## src/rtl/wait_stall_pkg.sv

```systemverilog
package wait_stall_pkg;
  // Strobes from the control to the stage datapath
  typedef struct packed {
    logic stageLoad;   // stage register may update this cycle
    logic take;        // an instruction is accepted this cycle
    logic takeEnters;  // the accepted instruction will enter the wait state
  } stageStrobes_t;
endpackage

```

## src/rtl/wait_stall_dp.sv

```systemverilog
module wait_stall_dp
  import wait_stall_pkg::*;
#(
  parameter int INSN_W = 32,
  parameter int DEC_W  = 64
) (
  input  logic                clk,
  input  logic                rstN,
  input  stageStrobes_t       strobes,
  input  logic [INSN_W-1:0]   insnIn,
  input  logic                decLoad,
  input  logic [DEC_W-1:0]    decLoadVal,
  input  logic                decTick,
  output logic                completeEnter,
  output logic                decNegative,
  output logic [DEC_W-1:0]    decValue,
  output logic [INSN_W-1:0]   heldInsn
);
  localparam int DecMsb = DEC_W - 1;

  logic stageValid;
  logic stageEnters;

  // Stage register: payload held while stalled, completion flag consumed once
  always_ff @(posedge clk or negedge rstN) begin
    if (!rstN) begin
      stageValid  <= 1'b0;
      stageEnters <= 1'b0;
      heldInsn    <= '0;
    end else if (strobes.stageLoad) begin
      stageValid  <= strobes.take;
      stageEnters <= strobes.takeEnters;
      if (strobes.take) heldInsn <= insnIn;
    end else begin
      stageValid  <= 1'b0;
    end
  end

  assign completeEnter = stageValid && stageEnters;

  // Decrementer: load has priority, wraps through zero
  always_ff @(posedge clk or negedge rstN) begin
    if (!rstN)        decValue <= '0;
    else if (decLoad) decValue <= decLoadVal;
    else if (decTick) decValue <= decValue - 1'b1;
  end

  assign decNegative = decValue[DecMsb];


  hold_while_busy_chk: assert property (@(posedge clk) disable iff (!rstN)
    !strobes.stageLoad |=> $stable(heldInsn));


  stage_from_accept_chk: assert property (@(posedge clk) disable iff (!rstN)
    stageValid |-> $past(strobes.take));


  dec_step_chk: assert property (@(posedge clk) disable iff (!rstN)
    (decTick && !decLoad) |=> decValue == $past(decValue) - 1'b1);


  dec_load_chk: assert property (@(posedge clk) disable iff (!rstN)
    decLoad |=> decValue == $past(decLoadVal));
endmodule

```

## src/rtl/wait_stall_ctrl.sv

```systemverilog
module wait_stall_ctrl
  import wait_stall_pkg::*;
#(
  parameter int NUM_BUSY = 2
) (
  input  logic                clk,
  input  logic                rstN,
  input  logic                inValid,
  input  logic                isWaitOp,
  input  logic [1:0]          waitCond,
  input  logic [NUM_BUSY-1:0] unitBusy,
  input  logic                flushIn,
  input  logic                redirectIn,
  input  logic                intrActive,
  input  logic                tracePending,
  input  logic                extIrq,
  input  logic                pmuIrq,
  input  logic                intrDeliver,
  input  logic                decNegative,
  input  logic                completeEnter,
  output stageStrobes_t       strobes,
  output logic                busyOut,
  output logic                acceptOut,
  output logic                waitState
);
  logic wakeAny;
  logic waitNext;

  assign busyOut   = (|unitBusy) || waitState;
  assign acceptOut = inValid && !busyOut && !flushIn && !redirectIn && !intrActive;

  assign strobes.stageLoad  = !busyOut;
  assign strobes.take       = acceptOut;
  assign strobes.takeEnters = acceptOut && isWaitOp && (waitCond == 2'b00);

  // Wake sources are not qualified by any interrupt enable
  assign wakeAny = tracePending || extIrq || pmuIrq || decNegative || intrDeliver;

  always_comb begin
    waitNext = waitState;
    if (completeEnter) waitNext = 1'b1;
    if (wakeAny)       waitNext = 1'b0;   // clear wins over entry
  end

  always_ff @(posedge clk or negedge rstN) begin
    if (!rstN) waitState <= 1'b0;
    else       waitState <= waitNext;
  end


  enter_on_complete_chk: assert property (@(posedge clk) disable iff (!rstN)
    (completeEnter && !wakeAny) |=> waitState);


  wake_clears_chk: assert property (@(posedge clk) disable iff (!rstN)
    wakeAny |=> !waitState);


  rise_needs_complete_chk: assert property (@(posedge clk) disable iff (!rstN)
    $rose(waitState) |-> $past(completeEnter));


  no_accept_waiting_chk: assert property (@(posedge clk) disable iff (!rstN)
    waitState |-> !acceptOut);
endmodule

```

## src/rtl/wait_stall_top.sv

```systemverilog
module wait_stall_top
  import wait_stall_pkg::*;
#(
  parameter int NUM_BUSY = 2,
  parameter int INSN_W   = 32,
  parameter int DEC_W    = 64
) (
  input  logic                clk,
  input  logic                rstN,
  input  logic                inValid,
  input  logic                isWaitOp,
  input  logic [INSN_W-1:0]   insnIn,
  input  logic [NUM_BUSY-1:0] unitBusy,
  input  logic                flushIn,
  input  logic                redirectIn,
  input  logic                intrActive,
  input  logic                tracePending,
  input  logic                extIrq,
  input  logic                pmuIrq,
  input  logic                intrDeliver,
  input  logic                decLoad,
  input  logic [DEC_W-1:0]    decLoadVal,
  input  logic                decTick,
  output logic                busyOut,
  output logic                acceptOut,
  output logic                waitState,
  output logic [INSN_W-1:0]   heldInsn,
  output logic [DEC_W-1:0]    decValue
);
  localparam int WcLo = 21;
  localparam int WcHi = WcLo + 1;

  stageStrobes_t strobes;
  logic          completeEnter;
  logic          decNegative;

  wait_stall_ctrl #(.NUM_BUSY(NUM_BUSY)) uCtrl (
    .clk          (clk),
    .rstN         (rstN),
    .inValid      (inValid),
    .isWaitOp     (isWaitOp),
    .waitCond     (insnIn[WcHi:WcLo]),
    .unitBusy     (unitBusy),
    .flushIn      (flushIn),
    .redirectIn   (redirectIn),
    .intrActive   (intrActive),
    .tracePending (tracePending),
    .extIrq       (extIrq),
    .pmuIrq       (pmuIrq),
    .intrDeliver  (intrDeliver),
    .decNegative  (decNegative),
    .completeEnter(completeEnter),
    .strobes      (strobes),
    .busyOut      (busyOut),
    .acceptOut    (acceptOut),
    .waitState    (waitState)
  );

  wait_stall_dp #(.INSN_W(INSN_W), .DEC_W(DEC_W)) uDp (
    .clk          (clk),
    .rstN         (rstN),
    .strobes      (strobes),
    .insnIn       (insnIn),
    .decLoad      (decLoad),
    .decLoadVal   (decLoadVal),
    .decTick      (decTick),
    .completeEnter(completeEnter),
    .decNegative  (decNegative),
    .decValue     (decValue),
    .heldInsn     (heldInsn)
  );
endmodule

```

## config.mk

```make
export PLATFORM = sky130hd
export DESIGN_NAME = wait_stall_top
export DESIGN_NICKNAME = d
export VERILOG_FILES = /design/src/rtl/wait_stall_pkg.sv /design/src/rtl/wait_stall_dp.sv /design/src/rtl/wait_stall_ctrl.sv /design/src/rtl/wait_stall_top.sv
export SDC_FILE = /design/constraint.sdc
export NUM_CORES = 1
export LEC_CHECK = 0
export ABC_AREA = 1
export CORE_ASPECT_RATIO = 0.7
export CORE_MARGIN = 4
export CORE_UTILIZATION = 23
export CTS_BUF_LIST = sky130_fd_sc_hd__clkbuf_16
export DETAILED_ROUTE_END_ITERATION = 6
export DONT_BUFFER_PORTS = 1
export GPL_TIMING_DRIVEN = 0
export SYNTH_ARGS = -nofsm -noshare
export SYNTH_HDL_FRONTEND = slang
export SYNTH_SLANG_ARGS = --single-unit
export TNS_END_PERCENT = 5
```

## constraint.sdc

```tcl
create_clock -name clk -period 1.9 [get_ports clk]
set_clock_uncertainty 0.05 [all_clocks]
set_input_delay 0.095 -clock clk [delete_from_list [all_inputs] [get_ports clk]]
set_output_delay 0.095 -clock clk [all_outputs]
set_load 0.005 [all_outputs]
```

Yosys cells after proc, flatten, opt, wreduce, memory -nomap -nowiden:

Index checks and enable logic that the tools add are counted.

* flip-flop bits (word level): 99
* bits of input ports: 111
* logic and storage cells: 33
* output and inout bits: 99

* bitwise operators: 1
* muxes and demuxes: 5
* add/sub/neg operators: 1
* reduce and logical (&&, ||, !) cells: 21

Operator list (number)
* $mux 64: 2
* $sub 64x1->64 const B: 1
* $logic_and 1x1->1: 7
* $logic_or 1x1->1: 5
* $logic_not 1->1: 4
* $reduce_bool 2->1: 2
* $mux 1: 3
* $logic_not 2->1: 1
* $reduce_and 2->1: 1
* $reduce_or 2->1: 1
* $not 1->1: 1

Logic depth before layout (Yosys ltp):

* word-level depth: 9
* gate-level depth with buffers: 11

Modules after synthesis:

From an unflattened synthesis, not the netlist that was laid out.

* cell total of the unflattened synthesis: 896
* area, all modules: 6094.6 um^2

By module, submodules not included
* wait_stall_dp: sequential area each 2452.4 um^2, area an instance 5974.5 um^2, instances 1, cells an instance 874
* wait_stall_ctrl: sequential area each 25.0 um^2, area an instance 120.1 um^2, instances 1, cells an instance 22

Least setup slack after synthesis:

No wires, ideal clock.

* path type: register to register
* start point: reg uDp.decValue[0]
* end point: reg uDp.decValue[54]
* arrival time: 1.468 ns
* period minus slack after synthesis: 1.639 ns
* stages on the path, launching flop included: 12
* setup time: 0.121 ns
* setup slack: 0.261 ns
* cell sequence: dfrtp_1 -> inv_1 -> ha_1 -> inv_1 -> nor2_4 -> inv_1 -> nor2_2 -> nand2_1 -> nand2_1 -> nand2_1 -> nand2_1 -> nand2_1

* longest elaborated chain between the ends: 3

RTL lines
* start, declared: RTL line wait_stall_dp.sv:16 `output logic [DEC_W-1:0] decValue,`
* start signal, assigned: RTL line wait_stall_dp.sv:44 `else if (decLoad) decValue <= decLoadVal;`
* start signal, assigned: RTL line wait_stall_dp.sv:45 `else if (decTick) decValue <= decValue - 1'b1;`
* $sub 64x1->64: RTL line wait_stall_dp.sv:45
* $mux 64: RTL line wait_stall_dp.sv:45
* $mux 64: RTL line wait_stall_dp.sv:44

No other way between the ends. The select of a mux whose other input is x is not followed.
A chain may end at the register's enable or synchronous reset.

Worst setup path in the final report:

* start point: reg uDp.decValue[38]
* end point: reg uDp.decValue[59]

Same word-level chain as after synthesis.

==> flow_results.org <==
** Critical path
- The number of buffers and inverters on the critical path is 0.
- Gate family responsible for the most delay along the worst path :: simple AND/OR/NAND/NOR gates
- Data required time of the critical path :: 2.10 ns
- The worst setup path is of the reg2reg kind.
- The largest individual stage delay along the critical path comes from the cell dfrtp_1.
- Data arrival, critical path :: 2.05 ns
- Along the worst path, the maximum fanout reaches 6.
- The largest single stage delay on the critical path is 0.49 ns.
- Setup crit end kind :: flip-flop
- CP Launch Type :: flip-flop
- The signal on the critical path passes through nor2_1, nand2_1, nor2_1, nand2_1, nor2_1, nand3_1, nand3_1, nand2_1.

** Timing
- On the final layout, the worst hold slack is -0.627 ns.
- Headroom to the max-slew limit came out at 0.370.
- Min setup slack post-route :: 0.0500 ns
- Worst slew pin tran :: 0.941 ns
- Final period util :: 0.974
- The final number of hold-violating endpoints was 100.
- Static timing analysis puts the maximum clock frequency at 0.541 GHz.
- Setup repair after global routing missed its margin :: yes
- Setup violations remaining at the end of the flow were counted as 0.
- Pins Over Slew Limit :: 0
- The clock period could shrink to 1.85 ns.
- Accumulated negative setup slack :: 0 ns

** Yosys
- By area the synthesized netlist is led by dfrtp_1, nand2_1, nor2_1.
- Counting flops with a built-in enable in the synthesized netlist gives 0.
- Share of flip-flops with an asynchronous set or reset after synthesis :: 1.00
- Gate Count Post-Synth :: 882
- Cell area after synthesis :: 0.00610 sq mm
- Area leader, netlist :: dfrtp_1
- The share of synthesized area in the top cell type comes to 0.406.
- Of the total synthesized cell area, the portion taken by XOR and XNOR cells is 0.0385.
- Arithmetic-cell share of the synthesized area counting full adders, half adders and majority gates :: 0.00205
- When the netlist entered floorplanning its net count stood at 994.
- The portion of synthesized area spent on multiplexers is 0.
- Averaged over all synthesized cells, the footprint is 6.92 sq um.
- Synth Area in Compound Gates :: 0.0980
- Count leader, synth :: nand2_1
- Top flip-flop cell by instance count after synthesis :: dfrtp_1
- After synthesis the netlist holds a flip-flop and latch count of 99.
- Synth top cells by count :: nand2_1, nor2_1, dfrtp_1
- Of the total synthesized cell area, the portion taken by AND, OR, NAND and NOR gates is 0.400.
- Sequential fraction of the synthesis area :: 0.406
- The number of different library cells used by synthesis comes to 29.
- For this run, the number of Yosys warnings is 0.
- Dominant combinational cell family by area after synthesis :: simple AND/OR/NAND/NOR gates

** Drt
- Highest routing layer actually used :: met4
- Across all layers, the routed design uses 6413 vias.
- The detail route stage leaves a number of antenna-violating nets equal to 0.
- Using the TritonRoute via totals, the vias-per-cell ratio works out to 4.71.
- Routed metal-1 wirelength :: 12.5 mm
- DRC viols :: 0
- Total iterations of the first detailed-routing run :: 5
- Sum of met2 wire segment lengths after detailed routing :: 10.1 mm
- Number of violations reported at the end of detailed-routing iteration 0 :: 568
- For this block, the routed nets add up to 25.6 mm of wire.
- The routed design uses 2.65 mm of met3 wire.
- Dividing the detail-routed wire length by the instance count gives 18.8 um.

** Cells and area
- Layout Area Growth over Synthesis :: 32.0%
- The number of antenna diodes in the final layout is 0.
- After the last flow step, the layout net total stands at 1111.
- In the final layout, the share of cells above drive strength 1 is 0.111.
- Utilization after layout :: 0.311

** Clock tree
- Buffers inserted during clock tree synthesis total 9.
- The clock passes through at most 2 buffers.
- For this design, the CTS-stage hold fixing added 102 buffers.
- Total number of clock tree sinks :: 99
- Root cell of the clock tree :: clkbuf_16
- After clock tree synthesis, the clock-pin slew on the worst setup and hold paths is 0.08 ns.
- Clock tree from TritonCTS :: yes
- The clock tree synthesis step divided the H-tree into 3 levels.
- Insertion delay of the later-clocked pin in the worst-skew pair :: 0.37 ns

** Floorplanning
- The die covers 0.0293 sq mm.
- For this configuration, the core starts out at a cell density of 0.235.
- Die outline width :: 203 um
- Boundary Pins :: 210
- Core Box Area :: 0.0259 sq mm
- Number of core rows :: 49
- Die outline height :: 144 um

** GRT
- After global routing the overflow that remains totals 0.
- The first global-routing pass estimated 37.9 mm of wire.
- Entering global routing, the biggest net connects 100 pins.
- All-Layer GR Usage :: 0.171
- The via count of the first global-routing pass was 6146.
- The initial antenna violation count was 0.

** Placement
- Detailed placement ended at an HPWL of 20.3 mm.
- Final estimated routing congestion in global placement :: 0.970
- Before CTS, the worst setup slack after placement is -0.196 ns.
- # port buffers :: 0

** Job
- The tool flagged a number of max-cap violations equal to 0.

** Status
- Violated checks :: negative hold slack
- Outcome :: complete, but fails checks

** Power and ir drop
- For this design the static power due to leakage is 3.63 nW.
- Maximum vdd drop :: 0.412 mV
- Cell area power density :: 714 mW/mm^2

** Min path
- Class of the tightest hold or removal check :: in2async
-- worst reg2reg max path: cells and delay by family, from the launching register on --
family,cells,cell delay (ns)
flip-flops,1,0.49
AND/OR/NAND/NOR,8,1.21
-- kinds of logic after synthesis --
| group | Yosys count |
|---|---|
| buffers and inverters | 88 |
| AOI/OAI and AO/OA | 87 |
| and+or+nand+nor | 581 |
| xor gates and xnor gates | 26 |
| DFF | 99 |
| adders and majority gates | 1 |
-- layout by cell type, fill, tap and decap left out, types with 2 or more instances in the layout --
cell type      count
a22oi_1           57
nand2_1          349
inv_8              2
dfrtp_1           79
clkbuf_1          18
dfrtp_2           20
a21oi_1            4
nor2_1           115
nand3b_1           2
nor2_2            26
dlygate4sd3_1    102
nand3_1           52
xnor2_1            3
nand2_2            7
o21ai_0           17
o21ai_1            2
buf_4              5
nor2_4            18
inv_1             61
clkinv_2           2
nand2_4            5
inv_6              2
clkbuf_16          9
nor2_8             3
o211ai_1           4
xor2_1            22
buf_2              5
-- layout make-up --
cell class	instances	area, sq um
Buffer	26	113
Clock buffer	9	225
Clock inverter	7	58.8
Fill cell	2854	17900
Inverter	62	233
Multi-Input combinational cell	695	3430
Sequential cell	99	2500
Tap cell	357	447
Timing Repair Buffer	106	1050
-- what timing repair did --
item,4_1_cts,5_1_grt
gates resized for setup,7,59
endpoints found under the hold margin,197,99
pin swaps,2,3
setup buffers,4,0
endpoints found under the setup margin,15,35
-- routing by layer --
| metal | up-vias | GRT usage |
|---|---|---|
| li1 | 3049 | - |
| met1 | 3045 | 0.257 |
| met2 | 296 | 0.235 |
| met3 | 23 | 0.0592 |
| met4 | 0 | 0.0382 |
| met5 | - | 0 |
-- through the flow --
stage	cells	hold WS (ns)	area, sq um	power (mW)
after floorplan	882	-0.251	6100	3.34
after global placement	1239	-0.245	6550	3.67
after detailed placement	1239	-0.246	6550	3.70
after CTS	1361	-0.642	7910	5.75
after global routing	1361	-0.646	8060	6.06
final	1361	-0.627	8060	5.75
-- power by group --
part / total (mW) / internal [mW] / switching (mW)
Combinational: 1.07 / 0.465 / 0.608
Clock: 1.84 / 0.915 / 0.926
Sequential: 2.84 / 2.38 / 0.457
-- state kept, by name (all words and copies together) (netlist names) --
signal,flops
uDp.heldInsn,32
uDp.stageValid,1
uDp.stageEnters,1
uDp.decValue,64
uCtrl.waitState,1
-- final timing paths --
kind                                   from          endpoint  slack (ns)  depth (start not counted)
setup / recovery           uDp.decValue[38]  uDp.decValue[59]        0.05                          8
hold / removal                         rstN   uDp.decValue[0]       -0.63                          0
setup reg to reg           uDp.decValue[38]  uDp.decValue[59]        0.05                          8
hold reg to reg             uDp.heldInsn[4]   uDp.heldInsn[4]        0.47                          2
max in group asynchronous              rstN  uDp.decValue[40]        2.17                          0
min in group clk                unitBusy[1]  uDp.heldInsn[22]       -0.01                          3
No activity file was read; power rests on OpenSTA's default activity.
